$ cat src/rtl/serial_tx_pkg.sv
// Shared types for the serial transmitter.
// Assumes 8-bit characters and 16 ticks per bit period.
package serial_tx_pkg;
    localparam int CHAR_W     = 8;
    localparam int OVERSAMPLE = 16;

    typedef enum logic [2:0] {
        ST_IDLE,
        ST_START,
        ST_DATA,
        ST_PARITY,
        ST_STOP
    } tx_state_e;

    // Field layout of the 6-bit line-control input (MSB first).
    typedef struct packed {
        logic       stick;     // [5] parity forced to ~even
        logic       even;      // [4] even (1) or odd (0) parity
        logic       par_en;    // [3] parity bit present
        logic       two_stop;  // [2] two stop bits
        logic [1:0] len;       // [1:0] 5..8 data bits
    } line_ctrl_t;
endpackage

$ cat src/rtl/tx_bit_timer.sv
// Makes a one-cycle bit_end pulse every OVS x divisor cycles.
// A divisor of zero acts as one. The restart input clears both counters
// so that the next bit period begins on the following cycle.
module tx_bit_timer #(
    parameter int DIV_W = 16,
    parameter int OVS   = 16
) (
    input  logic             clk,
    input  logic             rst_n,
    input  logic             restart,
    input  logic [DIV_W-1:0] divisor,
    output logic             bit_end
);
    localparam int SUB_W = (OVS > 1) ? $clog2(OVS) : 1;

    logic [DIV_W-1:0] div_cnt;
    logic [SUB_W-1:0] sub_cnt;
    logic [DIV_W-1:0] eff_div;
    logic             tick;

    // Zero divisor is treated as one; a tick ends each divisor span.
    always_comb begin
        eff_div = (divisor == '0) ? DIV_W'(1) : divisor;
        tick    = (div_cnt >= eff_div - DIV_W'(1));
        bit_end = tick && (sub_cnt == SUB_W'(OVS - 1));
    end

    // Advance the divisor counter and the tick-within-bit counter.
    always_ff @(posedge clk) begin
        if (!rst_n || restart) begin
            div_cnt <= '0;
            sub_cnt <= '0;
        end else if (tick) begin
            div_cnt <= '0;
            sub_cnt <= (sub_cnt == SUB_W'(OVS - 1)) ? '0 : sub_cnt + SUB_W'(1);
        end else begin
            div_cnt <= div_cnt + DIV_W'(1);
        end
    end

    AST_RESTART_FULL_PERIOD: assert property (@(posedge clk) disable iff (!rst_n)
        restart |=> !bit_end);
endmodule

$ cat src/rtl/tx_fifo.sv
// Character buffer DEPTH entries deep, with first-word fall-through read.
// A write while full is dropped. The reader must pop only when not empty.
module tx_fifo #(
    parameter int W     = 8,
    parameter int DEPTH = 16
) (
    input  logic         clk,
    input  logic         rst_n,
    input  logic         wr_en,
    input  logic [W-1:0] wr_data,
    input  logic         rd_en,
    output logic [W-1:0] rd_data,
    output logic         empty,
    output logic         full
);
    localparam int AW = (DEPTH > 1) ? $clog2(DEPTH) : 1;
    localparam int CW = $clog2(DEPTH + 1);

    logic [W-1:0]  mem [DEPTH];
    logic [AW-1:0] wr_ptr, rd_ptr;
    logic [CW-1:0] count;
    logic          do_wr, do_rd;

    // Accept writes only with room; pops only with data.
    always_comb begin
        empty   = (count == '0);
        full    = (count == CW'(DEPTH));
        do_wr   = wr_en && !full;
        do_rd   = rd_en && !empty;
        rd_data = mem[rd_ptr];
    end

    // Store accepted characters.
    always_ff @(posedge clk) begin
        if (do_wr) mem[wr_ptr] <= wr_data;
    end

    // Move the pointers and the occupancy count.
    always_ff @(posedge clk) begin
        if (!rst_n) begin
            wr_ptr <= '0;
            rd_ptr <= '0;
            count  <= '0;
        end else begin
            if (do_wr) wr_ptr <= (wr_ptr == AW'(DEPTH - 1)) ? '0 : wr_ptr + AW'(1);
            if (do_rd) rd_ptr <= (rd_ptr == AW'(DEPTH - 1)) ? '0 : rd_ptr + AW'(1);
            case ({do_wr, do_rd})
                2'b10:   count <= count + CW'(1);
                2'b01:   count <= count - CW'(1);
                default: count <= count;
            endcase
        end
    end

    AST_NO_OVERFLOW: assert property (@(posedge clk) disable iff (!rst_n)
        count <= CW'(DEPTH));
    AST_FULL_DROPS_WRITE: assert property (@(posedge clk) disable iff (!rst_n)
        full && wr_en && !rd_en |=> full && count == CW'(DEPTH));
    AST_NO_UNDERFLOW: assert property (@(posedge clk) disable iff (!rst_n)
        rd_en |-> !empty);
endmodule

$ cat src/rtl/tx_framer.sv
// Frame sequencer: start, data (LSB first), optional parity, stop bits.
// Loads a character when idle, or at the end of the last stop bit, if the
// buffer is not empty. It captures the line control at that moment.
// Assumes bit_end restarts its period on the cycle after restart.
module tx_framer
    import serial_tx_pkg::*;
(
    input  logic              clk,
    input  logic              rst_n,
    input  logic              bit_end,
    input  logic              fifo_empty,
    input  logic [CHAR_W-1:0] fifo_data,
    input  line_ctrl_t        line_ctrl,
    output logic              pop,
    output logic              restart,
    output logic              txd,
    output logic              busy
);
    tx_state_e         state;
    line_ctrl_t        ctrl_q;
    logic [CHAR_W-1:0] shreg;
    logic [2:0]        bit_idx;
    logic              stop_idx;
    logic              par_bit;
    logic              last_stop;
    logic              load;
    logic [CHAR_W-1:0] len_mask;
    logic              ones_odd;
    logic              par_next;

    // Decide when to take the next character and work out its parity.
    always_comb begin
        last_stop = (state == ST_STOP) && bit_end && (stop_idx == ctrl_q.two_stop);
        load      = ((state == ST_IDLE) || last_stop) && !fifo_empty;
        pop       = load;
        restart   = load;
        busy      = (state != ST_IDLE);
        len_mask  = 8'hFF >> (2'd3 - line_ctrl.len);
        ones_odd  = ^(fifo_data & len_mask);
        if (line_ctrl.stick) par_next = ~line_ctrl.even;
        else                 par_next = line_ctrl.even ? ones_odd : ~ones_odd;
    end

    // Step through the frame one bit period at a time.
    always_ff @(posedge clk) begin
        if (!rst_n) begin
            state    <= ST_IDLE;
            txd      <= 1'b1;
            ctrl_q   <= '0;
            shreg    <= '0;
            bit_idx  <= '0;
            stop_idx <= 1'b0;
            par_bit  <= 1'b0;
        end else if (load) begin
            state    <= ST_START;
            txd      <= 1'b0;
            ctrl_q   <= line_ctrl;
            shreg    <= fifo_data;
            par_bit  <= par_next;
            bit_idx  <= '0;
            stop_idx <= 1'b0;
        end else if (bit_end) begin
            case (state)
                ST_START: begin
                    state <= ST_DATA;
                    txd   <= shreg[0];
                    shreg <= shreg >> 1;
                end
                ST_DATA: begin
                    if (bit_idx == {1'b1, ctrl_q.len}) begin
                        state <= ctrl_q.par_en ? ST_PARITY : ST_STOP;
                        txd   <= ctrl_q.par_en ? par_bit : 1'b1;
                    end else begin
                        bit_idx <= bit_idx + 3'd1;
                        txd     <= shreg[0];
                        shreg   <= shreg >> 1;
                    end
                end
                ST_PARITY: begin
                    state <= ST_STOP;
                    txd   <= 1'b1;
                end
                ST_STOP: begin
                    if (stop_idx == ctrl_q.two_stop) state <= ST_IDLE;
                    else                             stop_idx <= 1'b1;
                    txd <= 1'b1;
                end
                default: begin
                    state <= ST_IDLE;
                    txd   <= 1'b1;
                end
            endcase
        end
    end

    AST_IDLE_MARK: assert property (@(posedge clk) disable iff (!rst_n)
        state == ST_IDLE |-> txd);
    AST_START_SPACE: assert property (@(posedge clk) disable iff (!rst_n)
        state == ST_START |-> !txd);
    AST_STOP_MARK: assert property (@(posedge clk) disable iff (!rst_n)
        state == ST_STOP |-> txd);
    AST_PARITY_ONLY_ENABLED: assert property (@(posedge clk) disable iff (!rst_n)
        state == ST_PARITY |-> ctrl_q.par_en);
    AST_START_HOLDS: assert property (@(posedge clk) disable iff (!rst_n)
        state == ST_START && !bit_end |=> state == ST_START);
endmodule

$ cat src/rtl/serial_tx_core.sv
// Top of the serial transmitter: character buffer, bit timer and framer.
// Assumes divisor stays stable while a frame is on the line.
module serial_tx_core #(
    parameter int FIFO_DEPTH = 16,
    parameter int DIV_W      = 16
) (
    input  logic        clk,
    input  logic        rst_n,
    input  logic        wr_en,
    input  logic [7:0]  wr_data,
    input  logic [5:0]  line_ctrl,
    input  logic [15:0] divisor,
    output logic        txd,
    output logic        fifo_empty,
    output logic        tx_idle
);
    import serial_tx_pkg::*;

    logic [CHAR_W-1:0] head_data;
    logic              pop, restart, bit_end, busy, full;
    logic [DIV_W-1:0]  div_in;

    // Size the divisor input to the timer width.
    always_comb div_in = DIV_W'(divisor);

    tx_fifo #(.W(CHAR_W), .DEPTH(FIFO_DEPTH)) u_fifo (
        .clk(clk), .rst_n(rst_n), .wr_en(wr_en), .wr_data(wr_data),
        .rd_en(pop), .rd_data(head_data), .empty(fifo_empty), .full(full)
    );

    tx_bit_timer #(.DIV_W(DIV_W), .OVS(OVERSAMPLE)) u_timer (
        .clk(clk), .rst_n(rst_n), .restart(restart), .divisor(div_in),
        .bit_end(bit_end)
    );

    tx_framer u_framer (
        .clk(clk), .rst_n(rst_n), .bit_end(bit_end), .fifo_empty(fifo_empty),
        .fifo_data(head_data), .line_ctrl(line_ctrl_t'(line_ctrl)),
        .pop(pop), .restart(restart), .txd(txd), .busy(busy)
    );

    // Quiet only with nothing buffered and nothing on the line.
    always_comb tx_idle = fifo_empty && !busy;

    AST_IDLE_LINE_HIGH: assert property (@(posedge clk) disable iff (!rst_n)
        tx_idle |-> txd);
    AST_FULL_NOT_EMPTY: assert property (@(posedge clk) disable iff (!rst_n)
        full |-> !fifo_empty && !tx_idle);
endmodule

$ cat config.mk
export PLATFORM = sky130hd
export DESIGN_NAME = serial_tx_core
export DESIGN_NICKNAME = d
export VERILOG_FILES = /design/src/rtl/serial_tx_pkg.sv /design/src/rtl/tx_bit_timer.sv /design/src/rtl/tx_fifo.sv /design/src/rtl/tx_framer.sv /design/src/rtl/serial_tx_core.sv
export SDC_FILE = /design/constraint.sdc
export NUM_CORES = 1
export LEC_CHECK = 0
export BUFFER_PORTS_ARGS = -buffer_cell sky130_fd_sc_hd__clkbuf_2
export CORE_MARGIN = 5
export CORE_UTILIZATION = 50
export DETAILED_ROUTE_END_ITERATION = 8
export PLACE_DENSITY = 0.71
export SYNTH_ARGS = -nofsm -noshare
export SYNTH_HDL_FRONTEND = slang
export SYNTH_SLANG_ARGS = --single-unit
$ cat constraint.sdc
create_clock -name clk -period 10 [get_ports clk]
set_input_delay 3 -clock clk [delete_from_list [all_inputs] [get_ports clk]]
set_output_delay 3 -clock clk [all_outputs]
set_load 0.005 [all_outputs]
==> flow_metrics.tcl <==
set metrics [dict create \
    cts_tree "done" \
    clock.fmax_ghz 0.113 \
    start_util_pct 50.9 \
    async_reset_ff_share_pct 0 \
    synth_ff_type "edfxtp_1" \
    pre_cts_ws_ns 0.694 \
    synth_cell_types 58 \
    place.port_buffers 35 \
    cap_violations 0 \
    cts_hold_buf 0 \
    antenna_found_initial 0 \
    dieHeight_um 140 \
    num_rows 47 \
    drive_above_1_share_pct 13.5 \
    tightestPinTransition_ns 1.07 \
    grt_usage_pct 17.1 \
    cts_resized 0 \
    hold_viol 0 \
    netlist_area_mm2 0.00841 \
    peakVddDrop_uv 146 \
    fin_util_pct 56.7 \
    drt_iter0_markers 302 \
    seq_area_frac_synth_pct 59.5 \
    synthTopCellsByCount "128 x edfxtp_1, 64 x nor2_1, 58 x dfxtp_1" \
    worstSetupStartpointType "input port" \
    drtPass1Iterations 6 \
    grt_pass1_vias 5067 \
    leakage_nw 3.28 \
    areaGrowthSynthToFinish_pct 11.4 \
    cts_max_level 4 \
    synth_area_per_cell_um2 13.5 \
    power.total_w 0.00214 \
    slew_headroom_pct 28.5 \
    antenna_cells 0 \
    status "completed" \
    critPathMaxFanout 19 \
    synth_nets 684 \
    vias 5097 \
    cts_setup_buffers 0 \
    synth_edf_count 128 \
    tns_ns 0 \
    finClkSkew_ns 0.00765 \
    grt-ovfl-total 0 \
    postRouteAntennaNets 0 \
    cp_data_arrival_time_ns 9.22 \
    cts_root_buf "clkbuf_16" \
    layout_min_cycle_time_ns 8.86 \
    synth_top_area_share_pct 45.7 \
    fin_cells 895 \
    coreArea_mm2 0.0165 \
    required_ns 10.35 \
    dp_cells 863 \
    min_period_over_period_pct 88.6 \
    vias_per_cell 5.69 \
    hold_path_class "flip-flop to flip-flop" \
    synth.area.top_cells "edfxtp_1 46%, dfxtp_1 14%, mux4_1 6.9%" \
    place_congestion 0.800 \
    fin_nets 723 \
    synth_cells 623 \
    hpwl_um 10700 \
    num_io_pins 36 \
    grt_max_degree 38 \
    power_density_mw_per_mm2 228 \
    cts_buffers 17 \
    cts_sinks 186 \
    setup_viol 0 \
    drcViolationCount 0 \
    grt_first_pass_wirelength_um 26100 \
    cp-end-kind "flip-flop" \
    yosys.area.top_type "edfxtp_1" \
    ys_warn_count 0 \
    wl_per_cell_um 18.0 \
    drv_slew 0 \
    yosysMostFrequentCell "edfxtp_1" \
    worst-setup-path-type "input port to flip-flop" \
    dieArea_mm2 0.0195 \
    insertion_delay_ns 0.43 \
    die_x_um 140 \
    setup_ws_ns 1.14 \
    rsz0062_at_grt "no" \
    clockBufferDepth 2 \
    fill_cells 1284 \
    clkTransAtPathRegs_ns 0.06 \
    synth_seq_cells 186 \
    wl_um 16100 \
]
==> power by group <==
group / switching, W / internal, W
registers: 0.0000631 / 0.000879
clock network: 0.000287 / 0.000379
logic: 0.000286 / 0.000242
==> worst paths after layout <==
kind / start / end / slack [ns] / depth (start not counted)
hold reg to reg: u_framer.shreg[6] / u_framer.shreg[6] / 0.48 / 2
setup / recovery: divisor[5] / u_fifo.count[4] / 1.14 / 27
hold / removal: u_framer.shreg[6] / u_framer.shreg[6] / 0.48 / 2
setup reg to reg: u_timer.div_cnt[0] / u_fifo.count[4] / 5.41 / 17
==> final cells by class <==
type / count / area, um2 / share of cell area (%)
Inverter: 14 / 52.6 / 0.561
Tap cell: 220 / 275 / 2.94
Multi-Input combinational cell: 401 / 3220 / 34.4
Clock inverter: 11 / 136 / 1.46
Timing Repair Buffer: 42 / 228 / 2.43
Sequential cell: 186 / 5010 / 53.4
Clock buffer: 21 / 450 / 4.81
==> flip-flops by register name (all words and copies together), names as in the netlist, named ones only <==
name               flops
u_fifo.mem           128
u_timer.div_cnt       16
u_framer.shreg         8
u_fifo.count           5
u_fifo.rd_ptr          4
u_fifo.wr_ptr          4
u_framer.ctrl_q        4
u_timer.sub_cnt        4
u_framer.bit_idx       3
u_framer.state         3
u_framer.par_bit       1
u_framer.stop_idx      1
u_framer.txd           1
==> per-layer routing <==
layer | vias up | track usage [%] | part of all wire [%]
li1 | 2441 | - | -
met3 | 16 | 4.60 | 5.7
met2 | 117 | 29.5 | 51
met1 | 2523 | 21.4 | 42
met5 | - | 0 | 0
met4 | 0 | 4.84 | 1.1
==> cell usage in the layout (no fill, tap or decap), drive strengths merged, types with 16 or more instances in the layout <==
cell type / count
a22oi: 17
clkbuf: 56
a21oi: 16
inv: 17
nor2: 64
xnor2: 26
dfxtp: 58
xor2: 18
nand3: 16
mux4: 35
nand2: 56
ha: 28
a21boi: 17
edfxtp: 128
==> stage by stage <==
stage          hold slack, ns  area (um2)
2_1_floorplan           0.437        8410
3_3_place_gp            0.457        8780
3_5_place_dp            0.467        8780
4_1_cts                 0.476        9370
5_1_grt                 0.508        9370
6_report                0.476        9370
==> cell families after synthesis <==
kind of cell               count (synthesis)  share of synthesized area, %
and+or+nand+nor                          201                          11.2
DFF                                      186                          59.5
AOI/OAI and AO/OA                         87                          7.19
adders and majority gates                 28                          4.17
xor gates and xnor gates                  44                          4.67
buffers and inverters                     36                          2.17
muxes                                     41                          11.1
==> critical path, cell delays in order <==
cell and delay (ns):
clkbuf_2 0.11, nor3_1 0.24, nand2b_1 0.14, nor4_1 0.34
nor3b_1 0.46, a31oi_1 0.19, ha_1 0.25, and2_1 0.19
nand2_1 0.10, nor2_1 0.06, xnor2_1 0.13, ha_1 0.17
a21o_1 0.16, a21o_1 0.18, a21oi_1 0.13, o21ai_0 0.11
a21oi_1 0.60, o31ai_1 0.31, nand2_1 0.15, clkinv_1 0.42
ha_1 0.51, ha_1 0.41, nor3_1 0.07, a211oi_1 0.20
o21ai_0 0.11, nor3b_1 0.28, mux2i_1 0.21
Note: power is estimated with default switching activity, not from simulation.
